## config.mk

```make
export PLATFORM = sky130hd
export DESIGN_NAME = memsel_top
export DESIGN_NICKNAME = d
export VERILOG_FILES = /design/src/rtl/memsel_pkg.sv /design/src/rtl/memsel_seq.sv /design/src/rtl/memsel_dp.sv /design/src/rtl/memsel_top.sv
export SDC_FILE = /design/constraint.sdc
export NUM_CORES = 1
export LEC_CHECK = 0
export BUFFER_PORTS_ARGS = -buffer_cell sky130_fd_sc_hd__buf_2
export CELL_PAD_IN_SITES_DETAIL_PLACEMENT = 0
export CELL_PAD_IN_SITES_GLOBAL_PLACEMENT = 1
export CORE_MARGIN = 2
export CORE_UTILIZATION = 37
export CTS_CLUSTER_DIAMETER = 100
export CTS_CLUSTER_SIZE = 16
export DETAILED_ROUTE_END_ITERATION = 10
export GPL_TIMING_DRIVEN = 1
export HOLD_SLACK_MARGIN = 0.05
export PLACE_DENSITY_LB_ADDON = 0.3
export REMOVE_ABC_BUFFERS = 1
export SYNTH_ARGS = -nofsm -noshare
export SYNTH_HDL_FRONTEND = slang
export SYNTH_SLANG_ARGS = --single-unit
export TNS_END_PERCENT = 5
```

## constraint.sdc

```tcl
create_clock -name clk -period 3.3 [get_ports clk]
set_clock_uncertainty 0.1 [all_clocks]
set_input_delay 0.495 -clock clk [delete_from_list [all_inputs] [get_ports clk]]
set_output_delay 0.495 -clock clk [all_outputs]
set_load 0.1 [all_outputs]
```

## src/rtl/memsel_pkg.sv

```systemverilog
package memsel_pkg;

  typedef enum logic [2:0] {
    CYC_IDLE   = 3'd0,
    CYC_FETCH  = 3'd1,
    CYC_DLOAD  = 3'd2,
    CYC_STK_RD = 3'd3,
    CYC_STK_WR = 3'd4,
    CYC_PDATA  = 3'd5
  } cycKind_e;

  typedef enum logic [1:0] {
    PIN_GPO       = 2'd0,
    PIN_DM_A      = 2'd1,
    PIN_DM_B      = 2'd2,
    PIN_HANDSHAKE = 2'd3
  } pinMode_e;

  // strobes from the sequencer to the datapath
  typedef struct packed {
    logic startStb;
    logic active;
    logic lastBeat;
  } seqStrobe_t;

endpackage

```

## src/rtl/memsel_seq.sv

```systemverilog
module memsel_seq
  import memsel_pkg::*;
#(
  parameter int MIN_LEN = 6,
  parameter int MAX_LEN = 12,
  parameter int CNT_W   = 4
) (
  input  logic             clk,
  input  logic             rstN,
  input  logic             cycReq,
  input  logic [2:0]       cycType,
  input  logic [CNT_W-1:0] cycLen,
  output seqStrobe_t       strb,
  output logic             asN,
  output logic             dsN
);

  localparam logic [CNT_W-1:0] LEN_LO = CNT_W'(MIN_LEN);
  localparam logic [CNT_W-1:0] LEN_HI = CNT_W'(MAX_LEN);
  localparam logic [CNT_W-1:0] ONE    = CNT_W'(1);

  logic             activeQ;
  logic [CNT_W-1:0] beatQ;
  logic [CNT_W-1:0] lenQ;
  logic [CNT_W-1:0] lenClamped;
  logic             typeValid;
  logic             startStb;
  logic             lastBeat;

  always_comb begin
    case (cycKind_e'(cycType))
      CYC_FETCH, CYC_DLOAD, CYC_STK_RD, CYC_STK_WR, CYC_PDATA: typeValid = 1'b1;
      default: typeValid = 1'b0;
    endcase
  end

  always_comb begin
    if (cycLen < LEN_LO)      lenClamped = LEN_LO;
    else if (cycLen > LEN_HI) lenClamped = LEN_HI;
    else                      lenClamped = cycLen;
  end

  assign startStb = cycReq && !activeQ && typeValid;
  assign lastBeat = activeQ && (beatQ == lenQ - ONE);

  always_ff @(posedge clk or negedge rstN) begin
    if (!rstN) begin
      activeQ <= 1'b0;
      beatQ   <= '0;
      lenQ    <= LEN_LO;
    end else if (startStb) begin
      activeQ <= 1'b1;
      beatQ   <= '0;
      lenQ    <= lenClamped;
    end else if (lastBeat) begin
      activeQ <= 1'b0;
      beatQ   <= '0;
    end else if (activeQ) begin
      beatQ   <= beatQ + ONE;
    end
  end

  assign asN = !(activeQ && (beatQ == '0));
  assign dsN = !(activeQ && (beatQ != '0) && (beatQ < lenQ - ONE));

  assign strb.startStb = startStb;
  assign strb.active   = activeQ;
  assign strb.lastBeat = lastBeat;

  AST_AS_SINGLE_BEAT: assert property (@(posedge clk) disable iff (!rstN)
    !asN |=> asN);

  AST_AS_DS_APART: assert property (@(posedge clk) disable iff (!rstN)
    !asN |-> dsN);

  AST_LEN_IN_RANGE: assert property (@(posedge clk) disable iff (!rstN)
    activeQ |-> (lenQ >= LEN_LO && lenQ <= LEN_HI));

  AST_NO_RESTART_BUSY: assert property (@(posedge clk) disable iff (!rstN)
    (activeQ && !lastBeat) |=> (activeQ && beatQ == $past(beatQ) + ONE));

endmodule

```

## src/rtl/memsel_dp.sv

```systemverilog
module memsel_dp
  import memsel_pkg::*;
#(
  parameter int          ADDR_W    = 8,
  parameter int          DATA_W    = 8,
  parameter logic [7:0]  P3M_ADDR  = 8'hF7,
  parameter logic [7:0]  P01M_ADDR = 8'hF8,
  parameter int          MODE_LSB  = 3,
  parameter int          STACK_BIT = 2
) (
  input  logic              clk,
  input  logic              rstN,
  input  seqStrobe_t        strb,
  input  logic              cfgWrEn,
  input  logic [ADDR_W-1:0] cfgAddr,
  input  logic [DATA_W-1:0] cfgData,
  input  logic [2:0]        cycType,
  input  logic              portOutBit,
  output logic              dmN,
  output logic              p34Out,
  output logic              p34Hs
);

  localparam logic [ADDR_W-1:0] MODE_REG  = ADDR_W'(P3M_ADDR);
  localparam logic [ADDR_W-1:0] STACK_REG = ADDR_W'(P01M_ADDR);

  logic [1:0] pinModeQ;
  logic       stackIntQ;
  logic       dmQ;
  pinMode_e   pinMode;
  logic       dmSelected;
  logic       dataSpace;
  logic       unusedCfgBits;

  assign unusedCfgBits = ^cfgData;

  always_ff @(posedge clk or negedge rstN) begin
    if (!rstN) begin
      pinModeQ  <= 2'b00;
      stackIntQ <= 1'b0;
    end else if (cfgWrEn) begin
      if (cfgAddr == MODE_REG)  pinModeQ  <= cfgData[MODE_LSB+1:MODE_LSB];
      if (cfgAddr == STACK_REG) stackIntQ <= cfgData[STACK_BIT];
    end
  end

  assign pinMode    = pinMode_e'(pinModeQ);
  assign dmSelected = (pinMode == PIN_DM_A) || (pinMode == PIN_DM_B);

  always_comb begin
    case (cycKind_e'(cycType))
      CYC_DLOAD:              dataSpace = 1'b1;
      CYC_STK_RD, CYC_STK_WR: dataSpace = !stackIntQ;
      default:                dataSpace = 1'b0;
    endcase
  end

  always_ff @(posedge clk or negedge rstN) begin
    if (!rstN)              dmQ <= 1'b0;
    else if (strb.startStb) dmQ <= dataSpace && dmSelected;
    else if (strb.lastBeat) dmQ <= 1'b0;
  end

  assign dmN = !dmQ;

  always_comb begin
    p34Hs = 1'b0;
    case (pinMode)
      PIN_GPO:            p34Out = portOutBit;
      PIN_DM_A, PIN_DM_B: p34Out = dmN;
      default: begin
        p34Out = 1'b1;
        p34Hs  = 1'b1;
      end
    endcase
  end

  AST_DM_HELD: assert property (@(posedge clk) disable iff (!rstN)
    (strb.active && $past(strb.active)) |-> $stable(dmN));

  AST_DM_IDLE_HIGH: assert property (@(posedge clk) disable iff (!rstN)
    !strb.active |-> dmN);

endmodule

```

## src/rtl/memsel_top.sv

```systemverilog
module memsel_top
  import memsel_pkg::*;
#(
  parameter int         MIN_LEN   = 6,
  parameter int         MAX_LEN   = 12,
  parameter int         CNT_W     = 4,
  parameter int         ADDR_W    = 8,
  parameter int         DATA_W    = 8,
  parameter logic [7:0] P3M_ADDR  = 8'hF7,
  parameter logic [7:0] P01M_ADDR = 8'hF8
) (
  input  logic              clk,
  input  logic              rstN,
  input  logic              cfgWrEn,
  input  logic [ADDR_W-1:0] cfgAddr,
  input  logic [DATA_W-1:0] cfgData,
  input  logic              portOutBit,
  input  logic              cycReq,
  input  logic [2:0]        cycType,
  input  logic [CNT_W-1:0]  cycLen,
  output logic              busy,
  output logic              asN,
  output logic              dsN,
  output logic              dmN,
  output logic              p34Out,
  output logic              p34Hs
);

  seqStrobe_t strb;

  memsel_seq #(
    .MIN_LEN(MIN_LEN),
    .MAX_LEN(MAX_LEN),
    .CNT_W  (CNT_W)
  ) uSeq (
    .clk    (clk),
    .rstN   (rstN),
    .cycReq (cycReq),
    .cycType(cycType),
    .cycLen (cycLen),
    .strb   (strb),
    .asN    (asN),
    .dsN    (dsN)
  );

  memsel_dp #(
    .ADDR_W   (ADDR_W),
    .DATA_W   (DATA_W),
    .P3M_ADDR (P3M_ADDR),
    .P01M_ADDR(P01M_ADDR)
  ) uDp (
    .clk       (clk),
    .rstN      (rstN),
    .strb      (strb),
    .cfgWrEn   (cfgWrEn),
    .cfgAddr   (cfgAddr),
    .cfgData   (cfgData),
    .cycType   (cycType),
    .portOutBit(portOutBit),
    .dmN       (dmN),
    .p34Out    (p34Out),
    .p34Hs     (p34Hs)
  );

  assign busy = strb.active;

endmodule

```

Yosys cells after proc, flatten, opt, wreduce, memory -nomap -nowiden

Cells that the tools add are included.
W data, S select, Z words.

Register bits after elaboration: 13
Input bits: 28
Output and inout bits: 6
Logic and storage cells: 57

Add/subtract/negate cells: 2
$lt $le $gt $ge: 3
Equality and inequality tests: 10
Mux-type cells: 12
Reductions and logical operators: 24

Operators with widths:

| cell                  | number |
|---|---|
| $mux W4               | 5 |
| $eq A8 B8 Y1 const B  | 2 |
| $logic_and A1 B1 Y1   | 7 |
| $eq A3 B2 Y1 const B  | 2 |
| $eq A3 B3 Y1 const B  | 2 |
| $logic_not A1 Y1      | 5 |
| $mux W1               | 5 |
| $reduce_or A5 Y1      | 1 |
| $add A4 B1 Y4 const B | 1 |
| $eq A4 B4 Y1          | 1 |
| $gt A4 B4 Y1 const B  | 1 |
| $logic_not A4 Y1      | 1 |
| $lt A4 B3 Y1 const B  | 1 |
| $lt A4 B4 Y1          | 1 |
| $pmux W1 S2           | 2 |
| $reduce_and A2 Y1     | 2 |
| $reduce_bool A4 Y1    | 1 |
| $reduce_or A2 Y1      | 2 |
| $sub A4 B1 Y4 const B | 1 |
| $eq A3 B1 Y1 const B  | 1 |
| $reduce_bool A3 Y1    | 1 |
| $reduce_or A3 Y1      | 1 |
| $eq A2 B1 Y1 const B  | 1 |
| $eq A2 B2 Y1 const B  | 1 |
| 3 further kinds       | 3 |

Depth between registers and ports, before layout

Gate-level depths: netlist (run 1).

Word-level depth: 5
Depth in mapped cells: 8
Depth with buffers taken out: 8

Hierarchy

From an unflattened synthesis (run 1), not the netlist that was laid out.

Cell total of the unflattened synthesis: 92
Area, all modules: 928.4 um^2

Modules (own cells, without submodules):

| module     | times used | cells an instance | area an instance (um^2) | seq. area each (um^2) |
|---|---|---|---|---|
| memsel_seq | 1          | 66                | 661.9                   | 227.7 |
| memsel_dp  | 1          | 26                | 266.5                   | 100.1 |

Worst setup path before layout (run 1)

No wires, ideal clock.

Path kind: register to output
From: register uSeq.lenQ[1]
To: output port dsN
Arrival: 2430 ps
Required time: 2705 ps
Path slack: 275 ps
Stages on the path, launching flop included: 8
Path buffers: 0
Cells stage by stage: dfstp_2 > inv_1 > ha_1 > ha_1 > nor2b_1 > o21a_1 > o21ai_0 > nand4b_1

Word-level cells in the longest chain between the ends: 4

Ends and longest elaborated chain:

| what                   | RTL line         | source |
|---|---|---|
| start, declared        | memsel_seq.sv:24 | `logic [CNT_W-1:0] lenQ;` |
| start signal, assigned | memsel_seq.sv:54 | `lenQ <= lenClamped;` |
| $sub A4 B1 Y4          | memsel_seq.sv:64 | `assign dsN = !(activeQ && (beatQ != '0) && (beatQ < lenQ - ONE));` |
| $lt A4 B4 Y1           | memsel_seq.sv:64 |  |
| $logic_and A1 B1 Y1    | memsel_seq.sv:64 |  |
| $logic_not A1 Y1       | memsel_seq.sv:64 |  |
| end, declared          | memsel_top.sv:23 | `output logic dsN,` |

No other way between the ends.

Worst setup path in the final report (run 1)

Same ends and word-level chain as after synthesis.

==> summary.txt, run 1 <==
Power and ir drop
  • Net Sw Frac: 53.8%
  • Pint: 475 uW
  • Sw power: between 500 and 600 uW
  • PD cells: 952 mW/mm2
  • Clk pwr share: 9.8%
  • VDD IR max: between 0.0006 and 0.0007 V
  • Leak Pwr: around 0.52 nW
  • Share of power burned in registers: 28.0%
  • Comb pwr share: between 60% and 70%

Timing
  • Total negative setup slack: 0 ns
  • F_max: approximately 350 MHz
  • Post-layout min period: ~2.9 ns
  • Final hold viol count: 0
  • Final setup viols: 0
  • Max-slew violations: 0
  • Fin Hold WS: ~0.34 ns
  • RSZ-0062 raised after global routing: no
  • Worst-Margin Slew: around 0.5 ns
  • Fin crit share: approximately 87%
  • Worst slew margin: around 68%

Worst setup path
  • Most used cell, CP: ha_1
  • Internal reg-to-reg setup slack: between 1 and 1.5 ns
  • Critical-path cell list: inv_1 -> ha_1 -> ha_1 -> nor2b_1 -> o21a_1 -> o21ai_0 -> nand4b_1 -> buf_2
  • R2R cell count: 8
  • Reg2reg start: uSeq.lenQ[1]$_DFFE_PN1P_
  • CP max FO: 3
  • CP max-delay cell: dfstp_2
  • R2R Path End: uSeq.beatQ[1]$_DFFE_PN0P_
  • Worst setup EP type: primary output
  • Startpoint Class: register
  • Arr. time, crit path: ~2.3 ns
  • CP peak stage delay: between 0.5 and 0.6 ns
  • Critical Path RT: 2.70 ns
  • Crit Path Class: reg2out

Floorplan
  • Vert. Die Dim: roughly 53 um
  • Num ports: 34
  • Width of the chip: ~53 um
  • Die area: ~0.0028 mm2
  • CORE AREA: 0.00223 mm2
  • Rows: 17
  • Initial Util: 39.4%

Clock network
  • CTS max path bufs: 2
  • Cts hold-fix bufs: 1
  • Clk Latency, worst-skew pair: 0.29 ns
  • Clock sink count: 13
  • TritonCTS buffer count: 3
  • Clock transition at path regs: around 0.080 ns
  • CTS tree: built
  • Post-CTS setup buffers: 0
  • H-Tree Depth: 1
  • PostCTS Resize Cnt: 0
  • Root Buffer: clkbuf_4

Detailed routing
  • First DRT Iteration DRCs: 6
  • Via count: 740
  • Remaining DRCs: 0
  • Drt first pass iters: 4
  • Via-to-Cell Ratio: 4.93
  • Final WL: approximately 1600 um
  • DR WL/cell: approximately 11 um
  • Antenna viol nets, final: 0

Layout
  • Share of layout cells above drive strength 1: about a third
  • Nets@finish: 160
  • Non-Filler Cell Area, Final: about 0.0011 mm2
  • Area Growth Syn to Fin: 22.4%
  • Ant diodes: 0

Worst hold path
  • Hold Path Stages: 2
  • Worst Hold Path EP: uDp.stackIntQ$_DFFE_PN0P_
  • Hold crit path type: in2reg
  • Worst Min Path Start: cfgData[2]

Synthesis
  • Ys flop type: dfrtp_1
  • Most frequent cells after synthesis: 11 x dfrtp_1, 9 x ha_1, 9 x inv_1, 9 x o21ai_0, 8 x nand2_1
  • Number of enable flip-flop cells after synthesis: 0
  • Synthesized cell area: just under 900 um2
  • Post-synth top area cell: dfrtp_1
  • Cells after synthesis: a little over 90
  • Synth top area share: between 30% and 40%
  • Most common cell in the netlist: dfrtp_1
  • Synth cell types: 33
  • Largest cells by area after synthesis: dfrtp_1 31%, ha_1 13%, dfstp_2 6.0%
  • Synth async-reset ratio: 100%
  • Sequential area share after synthesis: between 30% and 40%
  • Synth Warn #: 0
  • Post-Syn Area per Cell: 9.68 um2
  • FF+latch count, synth: 13

Global routing
  • Initial antenna violation count: 0
  • Largest net degree at the start of global routing: 15
  • Total GRT Usage: 14.8%
  • GR Overflow Total: 0
  • Vias in the first global route: between 600 and 700
  • First-pass GRT wire length: roughly 3000 um

Placement
  • Dpl hpwl: about 1300 um
  • Area after DPL: approximately 0.0010 mm2
  • Routability cong.: 0.790
  • IO Port Bufs: 28

Flow run
  • Max-cap violation count: 0

Outcome
  • Outcome: finished clean
## per-stage QoR
step | worst slack (ns) | util, % | instances | power (mW)
6_report | 0.427 | 48.3 | 150 | 1.03
2_1_floorplan | 0.275 | - | 89 | 0.809
3_3_place_gp | 0.742 | 46.6 | 145 | 0.917
4_1_cts | 0.400 | 48.3 | 150 | 1.04
3_5_place_dp | 0.736 | 46.6 | 145 | 0.930
5_1_grt | 0.249 | 48.3 | 150 | 1.12
## cell type report
class                      count  area, um2
tap                           28       35.0
sequential                    13        328
clock buffer                   3       22.5
timing repair buffer          29        150
multi-input combinational     67        504
clock inverter                 1       5.00
inverter                       9       33.8
fill                         232       1150
## flip-flops by register name, summed over array words and instances (netlist names)
register       count
uDp.dmQ            1
uSeq.activeQ       1
uDp.stackIntQ      1
uSeq.beatQ         4
uSeq.lenQ          4
uDp.pinMode        2
## worst max path at each step
stage | start | end | slack [ns]
2_1_floorplan | uSeq.lenQ[1]$_DFFE_PN1P_ | dsN | 0.27
3_3_place_gp | uSeq.lenQ[1]$_DFFE_PN1P_ | dsN | 0.74
3_5_place_dp | uSeq.lenQ[1]$_DFFE_PN1P_ | dsN | 0.74
4_1_cts | uSeq.lenQ[1]$_DFFE_PN1P_ | dsN | 0.40
5_1_grt | uSeq.lenQ[1]$_DFFE_PN1P_ | dsN | 0.25
6_report | uSeq.lenQ[1]$_DFFE_PN1P_ | dsN | 0.43
## power groups by stage
stage                     Combinational [mW]  Clock (mW)  Sequential (mW)
after floorplan                        0.495           0            0.314
after global placement                 0.626           0            0.290
after detailed placement               0.638           0            0.292
after CTS                              0.643       0.106            0.288
after global routing                   0.709       0.116            0.297
final                                  0.638       0.101            0.287
## layer usage
layer  global-route usage (%)  vias to the layer above  routed length (um)
met5                        0                        -                   0
met4                     5.13                        0                  19
met3                     6.00                        4                  75
met2                     23.8                       17                 768
met1                     17.8                      335                 766
li1                         -                      384                   -
## cell families (layout without fill, tap and decap cells)
| family | after synthesis | in the layout | synth area share (%) |
|---|---|---|---|
| compound gates | 18 | 18 | 12.8 |
| xor+xnor | 2 | 2 | 1.99 |
| flops | 13 | 13 | 37.2 |
| buf+inv | 11 | 42 | 5.54 |
| mux | 4 | 4 | 5.11 |
| fa+ha+maj | 9 | 9 | 12.8 |
| simple gates | 34 | 34 | 24.6 |
## layout by cell type, fill, tap and decap left out, drive strengths merged, types with 3 or more instances in the layout
cell | netlist | routed
nand2 | 8 | 8
o21ai | 10 | 10
nand2b | 3 | 3
ha | 9 | 9
nand4b | 3 | 3
mux2 | 4 | 4
inv | 9 | 9
buf | 1 | 28
nand3 | 6 | 6
dfrtp | 11 | 11
clkbuf | 1 | 3
nor2 | 3 | 3
## worst max-delay path, delay by kind of cell, from the launching register on
family | cells | cell delay [ns]
and+or+nand+nor | 2 | 0.24
buffers and inverters | 2 | 0.35
adders and majority gates | 2 | 0.57
DFF | 1 | 0.53
AOI/OAI and AO/OA | 2 | 0.29
(Power assumes the default switching activity.)
==> inputs of run 2 (changes only) <==
Settings changed: CORE_UTILIZATION 37 to 35, CTS_CLUSTER_SIZE 16 to not set.
Clock period 3.3 ns to 2.8 ns, I/O delays scaled along.
==> run 2 against run 1 <==
Sequential cell count stayed put. Non-clock buffer count unchanged. Combinational power grew 30%. Via count rose by 2.0%. Worst hold slack got worse by 0.058 ns. Largest cell class unchanged.
==> summary.txt, run 2 (synthesis results as in run 1) <==
Outcome
  • Outcome: finished clean

Layout
  • Nets@finish: 160 (unchanged)
  • Final core occ: 45.3% (-3.0 points)
  • Multi-input logic area: 517 um2 (+2.5%)
  • Ant diodes: 0 (unchanged)
  • # fillers: 253 (+9.1%)
  • Share of layout cells above drive strength 1: 35.2% (unchanged)
  • Non-Filler Cell Area, Final: 0.00110 mm2 (+2.2%)
  • Most frequent cells in the layout: 27 x buf_2, 11 x dfrtp_1, 9 x inv_1, 9 x o21ai_0
  • Commonest non-fill, non-tap cell in the layout: buf_2
  • Area Growth Syn to Fin: 25.1%
  • Register Area: 328 um2 (unchanged)

Floorplan
  • Rows: 18 (+1)
  • Num ports: 34 (unchanged)
  • Die area: 0.00293 mm2 (+5.3%)
  • Vert. Die Dim: 54.2 um (+2.6%)
  • Width of the chip: 54.2 um (+2.6%)
  • CORE AREA: 0.00243 mm2 (+8.9%)
  • Initial Util: 36.2% (-3.2 points)

Timing
  • Final setup viols: 0 (unchanged)
  • Post-layout min period: ~2.7 ns
  • Fin crit share: a little over nine tenths
  • Final hold viol count: 0 (unchanged)
  • Total negative setup slack: 0 ns (unchanged)
  • Max-slew violations: 0 (unchanged)
  • Worst-Margin Slew: 0.490 ns (+0.000295 ns)
  • F_max: between 300 and 400 MHz
  • RSZ-0062 raised after global routing: no
  • Worst slew margin: 67.6% (about the same)

Worst setup path
  • CP peak stage delay: 0.53 ns (about the same)
  • CP max-delay cell: dfstp_2
  • Worst setup EP type: primary output
  • Arr. time, crit path: 2.15 ns (-0.13 ns)
  • CP max FO: 3 (unchanged)
  • Critical Path RT: 2.28 ns (-0.42 ns)
  • Startpoint Class: register
  • Critical-path cell list: inv_1 -> ha_1 -> ha_4 -> nor2b_1 -> o21a_1 -> o21ai_0 -> nand4b_1 -> buf_8
  • Crit Path Class: reg2out

Detailed routing
  • First DRT Iteration DRCs: 9 (+3)
  • DR WL/cell: 11.5 um (+6.0%)
  • Remaining DRCs: 0 (unchanged)
  • Final WL: 1750 um (+7.4%)
  • Via count: 755 (+2.0%)
  • Drt first pass iters: 4 (unchanged)
  • Antenna viol nets, final: 0 (unchanged)
  • Via-to-Cell Ratio: 4.97 (+0.68%)

Placement
  • IO Port Bufs: 28 (unchanged)
  • Dpl hpwl: 1390 um (+3.2%)
  • Area after DPL: 0.00104 mm2 (+0.24%)
  • Routability cong.: 0.729 (-7.7%)

Global routing
  • Vias in the first global route: 721 (+5.3%)
  • GR Overflow Total: 0 (unchanged)
  • Initial antenna violation count: 0 (unchanged)
  • Largest net degree at the start of global routing: 15 (unchanged)
  • First-pass GRT wire length: 2830 um (-4.7%)
  • Total GRT Usage: 13.4% (-1.4 points)

Worst hold path
  • Hold crit path type: in2reg

Clock network
  • H-Tree Depth: 1 (unchanged)
  • CTS tree: built
  • Root Buffer: clkbuf_4
  • Clock sink count: 13 (unchanged)
  • CTS max path bufs: 2 (unchanged)
  • TritonCTS buffer count: 3 (unchanged)
  • Clock transition at path regs: 0.08 ns (about the same)
  • Clk Latency, worst-skew pair: 0.27 ns (-0.02 ns)

Power and ir drop
  • PD cells: 1170 mW/mm2 (+22%)
  • VDD IR max: 0.00107 V (+53%)
  • Leak Pwr: 0.526 nW (+0.25%)

Flow run
  • Max-cap violation count: 0 (unchanged)
==> run 2: cell types whose count changed in the layout (fill, tap and decap cells not counted) <==
cell	delta
ha_4	+1
clkbuf_1	+1
clkinv_2	-1
buf_8	+1
ha_1	-1
buf_2	-1
==> run 2: where the power goes <==
group,internal [mW],switching [mW],total [mW]
combinational,0.296,0.532,0.827
sequential,0.264,0.0810,0.345
clock,0.0551,0.0580,0.113
==> run 2: path summary, 6_finish.rpt <==
kind,startpoint,endpoint,slack [ns],cells past startpoint
min in group asynchronous,rstN,uDp.stackIntQ$_DFFE_PN0P_,0.46,2
worst max-delay path,uSeq.lenQ[1]$_DFFE_PN1P_,dsN,0.13,8
worst min-delay path,cfgData[2],uDp.stackIntQ$_DFFE_PN0P_,0.28,2
worst min register to register,uSeq.lenQ[1]$_DFFE_PN1P_,uSeq.lenQ[1]$_DFFE_PN1P_,0.40,2
worst max register to register,uSeq.lenQ[1]$_DFFE_PN1P_,uSeq.beatQ[1]$_DFFE_PN0P_,0.81,8
max in group asynchronous,rstN,uSeq.lenQ[1]$_DFFE_PN1P_,1.85,2
==> run 2: through the flow <==
| stage | setup WS, ns | total power [mW] | hold slack [ns] | instances |
|---|---|---|---|---|
| finish | 0.125 | 1.28 | 0.277 | 152 |
| global route | 0.0616 | 1.38 | 0.285 | 152 |
| global placement | 0.326 | 1.09 | 0.230 | 147 |
| floorplan | -0.150 | 0.954 | 0.0244 | 89 |
| detailed placement | 0.310 | 1.11 | 0.228 | 147 |
| CTS | 0.0126 | 1.23 | 0.265 | 152 |
==> run 2: repair_timing <==
item,in CTS,in global routing
endpoints found under the setup margin,0,1
hold buffers,1,0
resized for setup,0,5
buffers inserted,0,0
endpoints found under the hold margin,11,0
==> run 2: layout make-up <==
cell class	count	share of cell area (%)
repair buffers	29	14.5
well taps	30	3.41
flip-flops and latches	13	29.7
inverters	9	3.06
multi-input cells	67	46.9
clock buffers	4	2.38
==> run 2: routing by layer <==
| layer | vias up | global-route usage [%] | share of wire, % |
|---|---|---|---|
| li1 | 386 | - | - |
| met2 | 24 | 23.3 | 47 |
| met1 | 343 | 16.1 | 47 |
| met5 | - | 0 | 0 |
| met3 | 2 | 1.67 | 4.9 |
| met4 | 0 | 6.67 | 0.69 |
==> run 2: critical path, delay by kind of cell, from the launching register on <==
kind / cells / cell delay [ns]
compound gates: 2 / 0.30
fa+ha+maj: 2 / 0.54
buf+inv: 2 / 0.26
flops: 1 / 0.53
simple gates: 2 / 0.26
==> inputs of run 3 (changes only) <==
Settings changed: CELL_PAD_IN_SITES_DETAIL_PLACEMENT 0 to 1, CELL_PAD_IN_SITES_GLOBAL_PLACEMENT 1 to 2, CORE_UTILIZATION 35 to 27.
==> run 3 against run 2 <==
Combinational power increased by 4.4%. Final area up 2.7%. Non-clock buffer count stayed put. First-iteration DRC count grew 78%. Routed wire length increased by 16%. Global-route usage decreased by 0.62 points. Critical endpoint unchanged.
==> summary.txt, run 3 (synthesis results as in run 1) <==
Clock network
  • Clk Latency, worst-skew pair: 0.27 ns (about the same)
  • H-Tree Depth: 1 (unchanged)
  • Root Buffer: clkbuf_4
  • CTS max path bufs: 2 (unchanged)
  • TritonCTS buffer count: 3 (unchanged)
  • Clock sink count: 13 (unchanged)
  • Post-CTS setup buffers: 0 (unchanged)
  • CTS tree: built
  • Clock transition at path regs: 0.08 ns (about the same)

Power and ir drop
  • Sw power: 696 uW (+3.7%)
  • VDD IR max: 0.000424 V (-60%)
  • Share of power burned in registers: 26.1% (-0.7 points)
  • Leak Pwr: 0.527 nW (+0.12%)
  • Comb pwr share: 65.1% (+0.7 points)
  • Net Sw Frac: 52.5% (+0.29 points)
  • PD cells: 1170 mW/mm2 (+0.41%)
  • Pint: 630 uW (+2.5%)
  • Clk pwr share: 8.8% (about the same)
  • Total power: 1.33 mW (+3.1%)

Layout
  • Most frequent cells in the layout: 27 x buf_2, 11 x dfrtp_1, 9 x inv_1, 9 x o21ai_0, 8 x nand2_1
  • Ant diodes: 0 (unchanged)
  • # fillers: 374 (+48%)
  • Commonest non-fill, non-tap cell in the layout: buf_2
  • Nets@finish: 160 (unchanged)
  • Share of layout cells above drive strength 1: 36.1% (+0.82 points)
  • Finished Layout Cells: 166 (+9.2%)
  • Area Growth Syn to Fin: 28.6%
  • Non-Filler Cell Area, Final: 0.00113 mm2 (+2.7%)

Worst setup path
  • CP max-delay cell: dfstp_2
  • Critical Path RT: 2.28 ns (about the same)
  • CP max FO: 3 (unchanged)
  • Most used cell, CP: ha_4
  • Crit-path leading delay family: flip-flops
  • Startpoint Class: register
  • Buf/Inv on CP: 2 (unchanged)
  • CP peak stage delay: 0.53 ns (about the same)
  • Arr. time, crit path: 2.11 ns (-0.04 ns)
  • Critical-path cell list: inv_1 -> ha_4 -> ha_4 -> nor2b_1 -> o21a_1 -> o21ai_0 -> nand4b_1 -> buf_8
  • Worst setup EP type: primary output
  • Crit Path Class: reg2out

Placement
  • Dpl hpwl: 1650 um (+19%)
  • IO Port Bufs: 28 (unchanged)
  • Area after DPL: 0.00106 mm2 (+1.7%)
  • Routability cong.: 0.760 (+4.3%)
  • Post-Place Worst Slack: 0.282 ns (-0.0281 ns)
  • Placed instance count: 161 (+9.5%)

Detailed routing
  • Via-to-Cell Ratio: 4.54 (-8.7%)
  • Remaining DRCs: 0 (unchanged)
  • Drt first pass iters: 2 (-2)
  • Via count: 753 (-0.26%)
  • Antenna viol nets, final: 0 (unchanged)
  • Final WL: 2040 um (+16%)
  • DR WL/cell: 12.3 um (+6.6%)
  • First DRT Iteration DRCs: 16 (+7)

Timing
  • Total negative setup slack: 0 ns (unchanged)
  • Final setup viols: 0 (unchanged)
  • F_max: 381 MHz (+1.8%)
  • Setup ws final: 0.172 ns (+0.0465 ns)
  • Fin crit share: 93.9% (-1.7 points)
  • Post-layout min period: 2.63 ns (-0.0465 ns)
  • Worst-Margin Slew: 0.486 ns (-0.00370 ns)
  • Worst slew margin: 67.8% (+0.25 points)
  • Final hold viol count: 0 (unchanged)
  • Max-slew violations: 0 (unchanged)
  • RSZ-0062 raised after global routing: no

Worst hold path
  • Hold crit path type: in2reg

Floorplan
  • Rows: 20 (+2)
  • Initial Util: 28.6% (-7.6 points)
  • Width of the chip: 61.1 um (+13%)
  • Vert. Die Dim: 61.1 um (+13%)
  • CORE AREA: 0.00308 mm2 (+27%)
  • Die area: 0.00374 mm2 (+27%)
  • Num ports: 34 (unchanged)

Global routing
  • Initial antenna violation count: 0 (unchanged)
  • Largest net degree at the start of global routing: 15 (unchanged)
  • Vias in the first global route: 830 (+15%)
  • First-pass GRT wire length: 3550 um (+26%)
  • GR Overflow Total: 0 (unchanged)
  • Total GRT Usage: 12.8% (-0.62 points)

Flow run
  • Max-cap violation count: 0 (unchanged)

Outcome
  • Outcome: finished clean
run 3: changes by cell type in the layout (fill, tap and decap cells not counted):
| cell | previous run | this run |
|---|---|---|
| ha_4 | 1 | 2 |
| ha_1 | 8 | 7 |
run 3: final cells by class:
type                    count  area [um2]  area share, %
clock buffers               4        26.3           2.32
inverters                   9        33.8           2.98
multi-input cells          67         529           46.7
flip-flops and latches     13         328           29.0
well taps                  44        55.1           4.86
repair buffers             29         160           14.1
run 3: what timing repair did:
item | in CTS | in global routing
pin swaps | 0 | 1
gates resized for setup | 1 | 4
endpoints found under the setup margin | 1 | 1
hold buffers | 1 | 0
hold endpoints to repair | 11 | 0
run 3: path summary, 6_finish.rpt:
check                                          from                    endpoint  slack, ns  cells past startpoint
max                        uSeq.lenQ[1]$_DFFE_PN1P_                         dsN       0.17                      8
min                                      cfgData[3]  uDp.pinMode[0]$_DFFE_PN0P_       0.28                      2
max reg2reg                uSeq.lenQ[1]$_DFFE_PN1P_   uSeq.beatQ[2]$_DFFE_PN0P_       0.76                      8
min reg2reg                uSeq.lenQ[0]$_DFFE_PN0P_    uSeq.lenQ[0]$_DFFE_PN0P_       0.42                      2
max in group asynchronous                      rstN    uSeq.lenQ[1]$_DFFE_PN1P_       1.87                      2
min in group asynchronous                      rstN   uSeq.beatQ[0]$_DFFE_PN0P_       0.45                      2
run 3: metrics by stage:
step                hold WS [ns]  utilization [%]
floorplan                 0.0244                -
global placement           0.222             34.5
detailed placement         0.223             34.5
CTS                        0.271             35.7
global route               0.270             36.8
finish                     0.278             36.8
run 3: power by group through the flow:
stage                     Combinational, mW  Clock (mW)  Sequential [mW]
after floorplan                       0.584           0            0.370
after detailed placement              0.773           0            0.348
final                                 0.863       0.116            0.346
after global routing                  0.952       0.134            0.360
after global placement                0.744           0            0.346
after CTS                             0.793       0.120            0.345
run 3: layer usage:
layer  track usage [%]  part of all wire, %  up-vias
li1                  -                    -      383
met1              15.7                   44      358
met2              22.6                   52       12
met3              4.41                  3.7        0
met4             0.932                    0        0
met5                 0                    0        -
